==> config.mk <==
export PLATFORM = sky130hd
export DESIGN_NAME = fifo_level_window
export DESIGN_NICKNAME = d
export VERILOG_FILES = /design/src/rtl/fifo_win_pkg.sv /design/src/rtl/fwin_mode_store.sv /design/src/rtl/fwin_count_ext.sv /design/src/rtl/fwin_level_sel.sv /design/src/rtl/fifo_level_window.sv
export SDC_FILE = /design/constraint.sdc
export NUM_CORES = 1
export LEC_CHECK = 0
export CORE_UTILIZATION = 35
export CTS_BUF_LIST = sky130_fd_sc_hd__clkbuf_8
export CTS_CLUSTER_DIAMETER = 40
export DETAILED_ROUTE_END_ITERATION = 8
export PLACE_DENSITY = 0.66
export SLEW_MARGIN = 25
export SYNTH_ARGS = -nofsm -noshare
export SYNTH_HDL_FRONTEND = slang
export SYNTH_HIERARCHICAL = 1
export SYNTH_SLANG_ARGS = --single-unit
export TNS_END_PERCENT = 10
==> constraint.sdc <==
create_clock -name clk -period 1.8 [get_ports clk]
set_input_delay 0.36 -clock clk [delete_from_list [all_inputs] [get_ports clk]]
set_output_delay 0.36 -clock clk [all_outputs]
set_load 0.01 [all_outputs]
==> src/rtl/fifo_win_pkg.sv <==
package fifo_win_pkg;
   typedef enum logic [1:0] {
      SRC_RX     = 2'b00,
      SRC_TX     = 2'b01,
      SRC_RX_ALT = 2'b10,
      SRC_ALTERN = 2'b11
   } lvl_src_e;

   localparam int SRC_W = 2;
endpackage

==> src/rtl/fwin_mode_store.sv <==
module fwin_mode_store
   import fifo_win_pkg::*;
#(
   parameter int DATA_W   = 8,
   parameter int HYST_LSB = 4,
   parameter int HYST_W   = 2
) (
   input  logic              clk,
   input  logic              rst_n,
   input  logic              wr_en,
   input  logic              swap_en,
   input  logic [DATA_W-1:0] wdata,
   output logic [DATA_W-1:0] scratch,
   output lvl_src_e          src,
   output logic [HYST_W-1:0] hyst,
   output logic              mode_wr
);
   logic scratch_wr;

   assign scratch_wr = wr_en & ~swap_en;
   assign mode_wr    = wr_en &  swap_en;

   always_ff @(posedge clk or negedge rst_n) begin
      if (!rst_n) begin
         scratch <= '0;
      end else if (scratch_wr) begin
         scratch <= wdata;
      end
   end

   always_ff @(posedge clk or negedge rst_n) begin
      if (!rst_n) begin
         src  <= SRC_RX;
         hyst <= '0;
      end else if (mode_wr) begin
         src  <= lvl_src_e'(wdata[SRC_W-1:0]);
         hyst <= wdata[HYST_LSB +: HYST_W];
      end
   end

   assert_scratch_hold_R3: assert property (@(posedge clk) disable iff (!rst_n)
      (wr_en && swap_en) |=> (scratch == $past(scratch)));

   assert_hyst_load_R8: assert property (@(posedge clk) disable iff (!rst_n)
      (wr_en && swap_en) |=> (hyst == $past(wdata[HYST_LSB +: HYST_W])));

   assert_mode_hold_R8: assert property (@(posedge clk) disable iff (!rst_n)
      !(wr_en && swap_en) |=> ($stable(src) && $stable(hyst)));
endmodule

==> src/rtl/fwin_count_ext.sv <==
module fwin_count_ext #(
   parameter int CNT_W  = 8,
   parameter int DATA_W = 8
) (
   input  logic [CNT_W-1:0]  rx_count,
   input  logic [CNT_W-1:0]  tx_count,
   input  logic              dir_tx,
   output logic [DATA_W-1:0] rx_word,
   output logic [DATA_W-1:0] tx_word,
   output logic [DATA_W-1:0] dir_word
);
   localparam int PAD_W = DATA_W - CNT_W;

   generate
      if (PAD_W == 0) begin : g_flat
         assign rx_word = rx_count;
         assign tx_word = tx_count;
      end else begin : g_pad
         assign rx_word = {{PAD_W{1'b0}}, rx_count};
         assign tx_word = {{PAD_W{1'b0}}, tx_count};
      end
   endgenerate

   assign dir_word = dir_tx ? tx_word : rx_word;
endmodule

==> src/rtl/fwin_level_sel.sv <==
module fwin_level_sel
   import fifo_win_pkg::*;
#(
   parameter int DATA_W = 8
) (
   input  logic              clk,
   input  logic              rst_n,
   input  logic              mode_wr,
   input  logic              lvl_rd,
   input  lvl_src_e          src,
   input  logic [DATA_W-1:0] rx_word,
   input  logic [DATA_W-1:0] tx_word,
   output logic [DATA_W-1:0] level
);
   logic on_tx;

   always_ff @(posedge clk or negedge rst_n) begin
      if (!rst_n) begin
         on_tx <= 1'b0;
      end else if (mode_wr) begin
         on_tx <= 1'b0;
      end else if (lvl_rd && (src == SRC_ALTERN)) begin
         on_tx <= ~on_tx;
      end
   end

   always_comb begin
      unique case (src)
         SRC_TX:     level = tx_word;
         SRC_ALTERN: level = on_tx ? tx_word : rx_word;
         default:    level = rx_word;
      endcase
   end

   assert_restart_rx_R6: assert property (@(posedge clk) disable iff (!rst_n)
      mode_wr |=> !on_tx);

   assert_alt_toggle_R5: assert property (@(posedge clk) disable iff (!rst_n)
      (lvl_rd && !mode_wr && src == SRC_ALTERN) |=> (on_tx != $past(on_tx)));

   assert_alt_hold_R7: assert property (@(posedge clk) disable iff (!rst_n)
      !(lvl_rd || mode_wr) |=> $stable(on_tx));
endmodule

==> src/rtl/fifo_level_window.sv <==
module fifo_level_window #(
   parameter int DATA_W   = 8,
   parameter int CNT_MAX  = 128,
   parameter int CNT_W    = $clog2(CNT_MAX + 1),
   parameter int HYST_LSB = 4,
   parameter int HYST_W   = 2
) (
   input  logic              clk,
   input  logic              rst_n,
   input  logic              wr_stb,
   input  logic              rd_stb,
   input  logic              win_sel,
   input  logic              cnt_sel,
   input  logic              swap_en,
   input  logic              cnt_dir_tx,
   input  logic [DATA_W-1:0] wdata,
   input  logic [CNT_W-1:0]  rx_count,
   input  logic [CNT_W-1:0]  tx_count,
   output logic [DATA_W-1:0] rdata,
   output logic [HYST_W-1:0] hyst_sel
);
   import fifo_win_pkg::*;

   generate
      if (DATA_W < 8) begin : g_bad_data_w
         $error("DATA_W must be at least 8");
      end
      if (CNT_W > DATA_W) begin : g_bad_cnt_w
         $error("counts must fit the data bus");
      end
      if (HYST_LSB < SRC_W || HYST_LSB + HYST_W > DATA_W) begin : g_bad_hyst
         $error("hysteresis field overlaps source bits or exceeds bus");
      end
   endgenerate

   logic [DATA_W-1:0] scratch, rx_word, tx_word, cnt_word, level;
   lvl_src_e          src;
   logic              mode_wr, lvl_rd, win_rd, cnt_rd;

   assign win_rd = rd_stb & win_sel;
   assign cnt_rd = rd_stb & cnt_sel;
   assign lvl_rd = win_rd & swap_en;

   fwin_mode_store #(
      .DATA_W(DATA_W), .HYST_LSB(HYST_LSB), .HYST_W(HYST_W)
   ) u_store (
      .clk(clk), .rst_n(rst_n), .wr_en(wr_stb & win_sel), .swap_en(swap_en),
      .wdata(wdata), .scratch(scratch), .src(src), .hyst(hyst_sel),
      .mode_wr(mode_wr)
   );

   fwin_count_ext #(.CNT_W(CNT_W), .DATA_W(DATA_W)) u_ext (
      .rx_count(rx_count), .tx_count(tx_count), .dir_tx(cnt_dir_tx),
      .rx_word(rx_word), .tx_word(tx_word), .dir_word(cnt_word)
   );

   fwin_level_sel #(.DATA_W(DATA_W)) u_level (
      .clk(clk), .rst_n(rst_n), .mode_wr(mode_wr), .lvl_rd(lvl_rd),
      .src(src), .rx_word(rx_word), .tx_word(tx_word), .level(level)
   );

   always_comb begin
      if (win_rd)      rdata = swap_en ? level : scratch;
      else if (cnt_rd) rdata = cnt_word;
      else             rdata = '0;
   end

   assert_sel_exclusive_R9: assert property (@(posedge clk) disable iff (!rst_n)
      $onehot0({win_sel, cnt_sel}));

   assert_no_rw_overlap_R7: assert property (@(posedge clk) disable iff (!rst_n)
      !(rd_stb && wr_stb));

   assert_count_range_R11: assert property (@(posedge clk) disable iff (!rst_n)
      (rx_count <= CNT_MAX) && (tx_count <= CNT_MAX));

   assert_idle_zero_R10: assert property (@(posedge clk) disable iff (!rst_n)
      !rd_stb |-> (rdata == '0));

   assert_cnt_read_R9: assert property (@(posedge clk) disable iff (!rst_n)
      (rd_stb && cnt_sel && !cnt_dir_tx) |-> (rdata == DATA_W'(rx_count)));
endmodule

### Yosys cells after proc, flatten, opt, wreduce, memory -nomap -nowiden

Cells that the tools add are included.

* bits in registers: 13
* output and inout port bits: 10

* equal/unequal tests: 2
* multiplexer cells: 8
* bitwise operators: 8
* reduce and logical (&&, ||, !) cells: 2

Operators with widths (number)
* 8-bit 2-to-1 mux: 5
* 8-bit one-hot mux with 2 select lines: 1
* 1-bit AND: 6
* 2-bit by 1-bit equality test with 1-bit output (second input constant): 1
* 2-bit equality test (second input constant): 1
* 1-bit 2-to-1 mux: 2
* 1-bit inverter: 2
* 2-bit nonzero test: 1
* 1-bit logical AND: 1

### Depth between registers and ports, before layout

Gate-level depths: netlist (run 1).

* depth in word-level cells: 5
* gate-level depth with buffers: 5
* mapped depth without buffers: 5

### Modules after synthesis

The synthesis (run 1) kept the hierarchy.

By module, submodules not included
* fwin_mode_store: instances 1, cells each 28, area an instance 498.0 um^2, sequential area each 300.3 um^2
* fwin_count_ext: instances 1, cells each 25, area an instance 251.5 um^2, sequential area each 0.0 um^2
* fifo_level_window: instances 1, cells each 22, area an instance 196.4 um^2, sequential area each 0.0 um^2
* fwin_level_sel: instances 1, cells each 14, area an instance 152.6 um^2, sequential area each 25.0 um^2

### Worst setup path before layout (run 1)

Ideal clock, no wire load.

* path kind: flip-flop to output port
* start point: reg u_store.src[1]
* end point: out rdata[0]
* arrival: 1.220 ns
* data required time: 1.440 ns
* slack: 0.220 ns
* cell stages (with the launch flop): 6
* buffers on the path: 0
* cell sequence: dfrtp_1 -> inv_1 -> o21ai_4 -> mux2_2 -> mux2i_1 -> o2bb2ai_1

* cells in the longest elaborated chain, start to end: 4
* elaborated cells on any way between the ends: 5

Ends and longest elaborated chain
* from (decl): RTL line fwin_mode_store.sv:14 `output lvl_src_e src,`
* from (signal assigned): RTL line fwin_mode_store.sv:36 `src <= lvl_src_e'(wdata[SRC_W-1:0]);`
* 2-bit equality test / 2-bit by 1-bit equality test with 1-bit output (equally long branches): RTL line fwin_level_sel.sv:28 `unique case (src)`
* 8-bit one-hot mux with 2 select lines *: RTL line fwin_level_sel.sv:28
* net level[0]: RTL line fifo_level_window.sv:36 `logic [DATA_W-1:0] scratch, rx_word, tx_word, cnt_word, level;`
* 8-bit 2-to-1 mux * (2 in series): RTL line fifo_level_window.sv:63 `if (win_rd) rdata = swap_en ? level : scratch;`
* to (decl): RTL line fifo_level_window.sv:19 `output logic [DATA_W-1:0] rdata,`

The timed path passes the listed nets; every way through them passes the cells marked *.

### Worst setup path in the final report (run 1)

* start point: reg u_level.on_tx
* end point: out rdata[2]

* cells in the longest elaborated chain, start to end: 4

Ends and longest elaborated chain
* from (decl): RTL line fwin_level_sel.sv:15 `logic on_tx;`
* from (signal assigned): RTL line fwin_level_sel.sv:23 `on_tx <= ~on_tx;`
* 8-bit 2-to-1 mux: RTL line fwin_level_sel.sv:30 `SRC_ALTERN: level = on_tx ? tx_word : rx_word;`
* 8-bit one-hot mux with 2 select lines: RTL line fwin_level_sel.sv:28
* net level[2]: RTL line fifo_level_window.sv:36
* 8-bit 2-to-1 mux (2 in series): RTL line fifo_level_window.sv:63

The timed path passes the listed nets, and every way through them passes these cells.

==> qor.txt, run 1 <==
worst hold slack: 0.484 ns
dpl ws: -0.515 ns
Post-DRT Antenna Nets: 0
crit path max fanout: 5
Ys Warns: 6
vias in the first global route: 809
fillcell total: 249
main combinational cell family by area after synthesis: multiplexers
fraction of layout cells with a size suffix above 1: 0.452
Max Cap Viol: 0
# DRC: 3
Critical Path Stages: 6
Synth area leaders: dfrtp_1 (30%), mux2_4 (22%), mux2_2 (12%)
post-synthesis cell count: 89
Fmax achieved: 0.477 GHz
CP top delay family: multiplexers
flops & latches, synth: 13
Slew HR: 0.621
average wire per standard cell: 14.9 um
clk slew on worst S/H paths: 0.05 ns
Post-DP Area: 1480 sq um
post-synthesis sequential area ratio: 0.296
post-synth cell types: 17
RSZ-0062 raised after global routing: true
DR vias/cell: 4.89
Util after Layout: 0.545
run status: complete, but fails checks
worst vdd ir: 0.723 mV
Mapped Area: 1100 sq um
Layout Nets: 159
Tightest Hold Check Type: input pin to async pin
CTS tree: built
DRT iter0 DRCs: 21
post-route cell area: 1560 sq um
Worst Setup End Kind: output pin
die height: 58.0 um
Data required, critical path: 1.44 ns
CTS H-Tree Depth: 1
antenna violations before repair: 0
Top FF cell, synth: dfrtp_1
most numerous cell in the Yosys netlist: buf_4
Critical Path AT: 1.74 ns
XOR/XNOR share of the synthesized area: 0.00797
DR vias: 767
Post-synth EDFFs: 0
fin crit share: 1.17
largest net degree at the start of global routing: 14
Synth Area in Adders: 0
CORE AREA: 2850 sq um
Pleak: 0.718 nW
Placed Instances: 149
grt ovf: 0
endpoints failing hold: 0
worst reg2reg setup slack: 0.87 ns
Final Setup Violations: 8
clock skew: 0.000357 ns
Antenna Cells: 0
Worst R2R End: u_level/on_tx
Die ar.: 3370 sq um
crit path kind: flop to output pin
RR Startpoint: u_store/src[0]
Cell Rows: 19
Synth area leader: dfrtp_1
Slowest cell on crit path: dfrtp_1
count of pins over their slew limit: 0
Post-DP HPWL: 1880 um
synth cell count leaders: buf_4 (17), mux2_4 (16), dfrtp_1 (13)
post-synthesis simple-gate area fraction: 0.0490
chip width: 58.0 um
min cycle time layout: 2.10 ns
GP Congestion: 0.724
Total GRT Usage: 0.145
violated checks: design-rule violations, negative setup slack
fin worst setup slack: -0.297 ns
crit-path cells: o21ai_4 -> buf_6 -> mux2_4 -> mux2i_2 -> o2bb2ai_1 -> buf_2
worst reg-to-reg path cell count: 4
Compound-Gate Fraction of Synth Area: 0.0786
Ports: 42
clk sinks: 13
Synth Area per Inst: 12.3 sq um
synthesis-to-finish area growth: 41.6%
non-filler instance count after layout: 157
TritonRoute pass-1 iters: 8
Startpoint Class: flop
later-pin clock latency in the skew report: 0.24 ns
pwr dens: 710 nW/um^2
Slew @ Worst Pin: 0.567 ns
IO buf count: 41
CTS Buffer Depth: 2
syn_nets: 121
Inserted Clock Buffers: 3
Starting Density: 0.385
root buffer cell: clkbuf_8
WP buf/inv: 2
top cell type's share of synthesized area: 0.296
CP peak stage delay: 0.41 ns
post-synthesis mux area share: 0.415
final WL: 2350 um
Synth async-reset ratio: 1.00
first-pass GRT wire length: 3720 um
## cell usage in the layout (no fill, tap or decap), types with 2 or more instances in the layout
cell type	synthesis	layout
clkdlybuf4s50_1	0	33
mux2_4	16	19
dfrtp_1	13	13
mux2_2	12	9
o2bb2ai_1	8	8
mux2i_1	8	7
buf_2	0	7
buf_4	17	5
buf_6	3	4
clkbuf_8	0	3
buf_12	0	3
nand2_1	2	2
inv_1	2	2
## area by class of cell
cell class | count | area [sq um] | area share
clock buffer | 3 | 41.3 | 0.0265
clock inverter | 1 | 3.75 | 0.00241
inverter | 2 | 7.51 | 0.00483
multi-input combinational | 54 | 619 | 0.398
sequential | 13 | 325 | 0.209
tap | 31 | 38.8 | 0.0249
timing repair buffer | 53 | 519 | 0.334
## sequential cells by signal (all words and copies together) (netlist names)
signal / cells
u_store/src: 2
u_store/scratch: 8
u_level/on_tx: 1
u_store/hyst: 2
## report_power, final
part | internal [mW] | switching [mW]
sequential | 0.350 | 0.0420
clock | 0.150 | 0.0993
combinational | 0.313 | 0.151
total | 0.813 | 0.292
## per-layer routing
metal	GRT usage	wire [um]	up-vias
li1	-	-	379
met1	0.188	1080	359
met2	0.243	1100	27
met3	0.0201	141	2
met4	0.0578	29	0
met5	0	0	-
## cell families (layout without fill, tap and decap cells)
kind of cell / count (synthesis) / count (layout)
AND/OR/NAND/NOR: 8 / 8
flip-flops: 13 / 13
buffers and inverters: 22 / 59
multiplexers: 36 / 36
XOR/XNOR: 1 / 1
AO/OA/AOI/OAI: 9 / 9
## worst reg2reg max path, stage by stage (launching register included)
cell	delay, ns
dfrtp_1	0.41
buf_4	0.15
nand3_1	0.07
xor2_1	0.15
nor2_1	0.05
## stage by stage
stage	TNS (ns)	power, mW
6_report	-2.14	1.10
3_5_place_dp	-4.07	0.819
2_1_floorplan	0	0.640
3_3_place_gp	-3.88	0.806
5_1_grt	-2.79	1.17
4_1_cts	-2.53	1.12
## repair_timing
| item | 4_1_cts | 5_1_grt |
|---|---|---|
| hold buffers | 0 | 0 |
| pin swaps | 2 | 3 |
| buffers inserted | 4 | 0 |
| gates resized for setup | 38 | 2 |
| endpoints found under the setup margin | 8 | 8 |
## how the worst max path moves through the flow
stage                         from       end  slack, ns
CTS                  u_level/on_tx  rdata[2]      -0.35
finish               u_level/on_tx  rdata[2]      -0.30
floorplan           u_store/src[1]  rdata[0]       0.22
global route         u_level/on_tx  rdata[7]      -0.36
global placement        cnt_dir_tx  rdata[4]      -0.49
detailed placement      cnt_dir_tx  rdata[2]      -0.52
No activity file was read; power rests on OpenSTA's default activity.
==> run 2: changes to the inputs <==
--- a/config.mk
+++ b/config.mk
@@ -6,7 +6,6 @@
 export NUM_CORES = 1
 export LEC_CHECK = 0
 export CORE_UTILIZATION = 35
-export CTS_BUF_LIST = sky130_fd_sc_hd__clkbuf_8
 export CTS_CLUSTER_DIAMETER = 40
 export DETAILED_ROUTE_END_ITERATION = 8
 export PLACE_DENSITY = 0.66
==> run 2 against run 1 <==
The flow still finishes with violations (design-rule violations, negative setup slack). Setup slack worse by 0.032 ns. First-iteration DRC count is 9.5% higher. Final area is 1.2% lower. Global-route usage is 0.24 points lower. Critical path type unchanged. Highest routed layer is now met3.
==> qor.txt, run 2 (synthesis gave the netlist of run 1 again) <==
worst vdd ir: 0.549 mV
Max Cap Viol: 0
grt ovf: 0
max reg flops: 8
clk slew on worst S/H paths: 0.08 ns
Final Setup Violations: 8
crit path max fanout: 5
synthesis-to-finish area growth: 39.9%
commonest cells after routing, fill and taps aside: clkdlybuf4s50_1 (33), mux2_4 (19), dfrtp_1 (13)
Cell Rows: 19
# DRC: 3
Slew @ Worst Pin: 0.572 ns
CORE AREA: 2850 sq um
Fmax achieved: 0.470 GHz
DRT iter0 DRCs: 23
Worst Setup End Kind: output pin
Post-DP Area: 1480 sq um
largest net degree at the start of global routing: 14
IO buf count: 41
CP top delay family: multiplexers
CTS Buffer Depth: 2
first-pass GRT wire length: 3710 um
Post-CTS Hold Buffers: 0
fin worst setup slack: -0.329 ns
non-filler instance count after layout: 157
fraction of layout cells with a size suffix above 1: 0.452
min cycle time layout: 2.13 ns
final WL: 2310 um
CTS tree: built
setup_tns: -2.39 ns
Ports: 42
Critical Path AT: 1.77 ns
dpl ws: -0.515 ns
Inserted Clock Buffers: 3
Layout Nets: 159
Post-DRT Antenna Nets: 0
Post-DP HPWL: 1880 um
commonest non-fill, non-tap cell in the layout: clkdlybuf4s50_1
Data required, critical path: 1.44 ns
DR vias/cell: 4.85
Slew HR: 0.618
Slowest cell on crit path: dfrtp_1
CP peak stage delay: 0.36 ns
post-route cell area: 1540 sq um
root buffer cell: clkbuf_4
clock skew: 0.0000481 ns
crit path kind: flop to output pin
die height: 58.0 um
Placed Instances: 149
chip width: 58.0 um
Total GRT Usage: 0.142
vias in the first global route: 806
endpoints failing hold: 0
Tightest Hold Check Type: input pin to async pin
DR vias: 761
Pleak: 0.706 nW
CTS H-Tree Depth: 1
RSZ-0062 raised after global routing: true
average wire per standard cell: 14.7 um
Starting Density: 0.385
antenna violations before repair: 0
Die ar.: 3370 sq um
Top Registers: u_store/scratch (8), u_store/hyst (2), u_store/src (2)
violated checks: design-rule violations, negative setup slack
run status: complete, but fails checks
Startpoint Class: flop
pwr dens: 668 nW/um^2
Design Power: 1.03 mW
WP buf/inv: 3
clk sinks: 13
GP Congestion: 0.724
later-pin clock latency in the skew report: 0.27 ns
TritonRoute pass-1 iters: 7
count of pins over their slew limit: 0
crit-path cells: inv_2 -> o21ai_4 -> buf_6 -> mux2_4 -> mux2i_2 -> o2bb2ai_1 -> buf_2
fin crit share: 1.18
Antenna Cells: 0
Top reg by flops: u_store/scratch
-- run 2: cell count changes in the layout (fill, tap and decap cells not counted) --
cell	change
clkbuf_1	+1
clkbuf_4	+3
clkbuf_8	-3
inv_1	-1
-- run 2: repair_timing --
action	4_1_cts	5_1_grt
setup buffers	4	0
endpoints found under the setup margin	8	8
hold endpoints to repair	0	0
pin swaps	2	3
gates cloned	0	0
resized for setup	38	2
-- run 2: per-layer routing --
metal	GRT usage	up-vias	share of wire
li1	-	378	-
met1	0.189	358	0.47
met2	0.241	25	0.47
met3	0.0268	0	0.060
met4	0.0306	0	0
met5	0	-	0
-- run 2: final timing paths --
kind                                 start                  to  slack [ns]  cells past startpoint
min in group clk           u_store/hyst[1]     u_store/hyst[1]        0.52                      1
max                         u_store/src[1]            rdata[2]       -0.33                      7
max reg2reg                 u_store/src[0]      u_store/src[0]        0.87                      2
min reg2reg                u_store/hyst[1]     u_store/hyst[1]        0.52                      1
max in group asynchronous            rst_n  u_store/scratch[3]        0.97                      1
min                                  rst_n     u_store/hyst[0]        0.46                      1
-- run 2: report_power, final --
group	switching (mW)	internal (mW)	total [mW]
clock	0.0870	0.0856	0.173
combinational	0.150	0.313	0.463
sequential	0.0419	0.349	0.391
-- run 2: cell type report --
cell class | instances | area, sq um
Multi-Input combinational cell | 54 | 619
Timing Repair Buffer | 53 | 519
Tap cell | 31 | 38.8
Fill cell | 250 | 1320
Sequential cell | 13 | 325
Inverter | 2 | 7.51
Clock buffer | 4 | 26.3
-- run 2: through the flow --
step	hold slack [ns]	util
after floorplan	0.0644	-
after global placement	0.492	0.520
after detailed placement	0.497	0.520
after CTS	0.468	0.537
after global routing	0.491	0.539
final	0.456	0.539
-- run 2: worst reg2reg max path, stage by stage, from the launching register on --
cell     delay, ns
dfrtp_1       0.42
buf_4         0.15
mux2_2        0.25
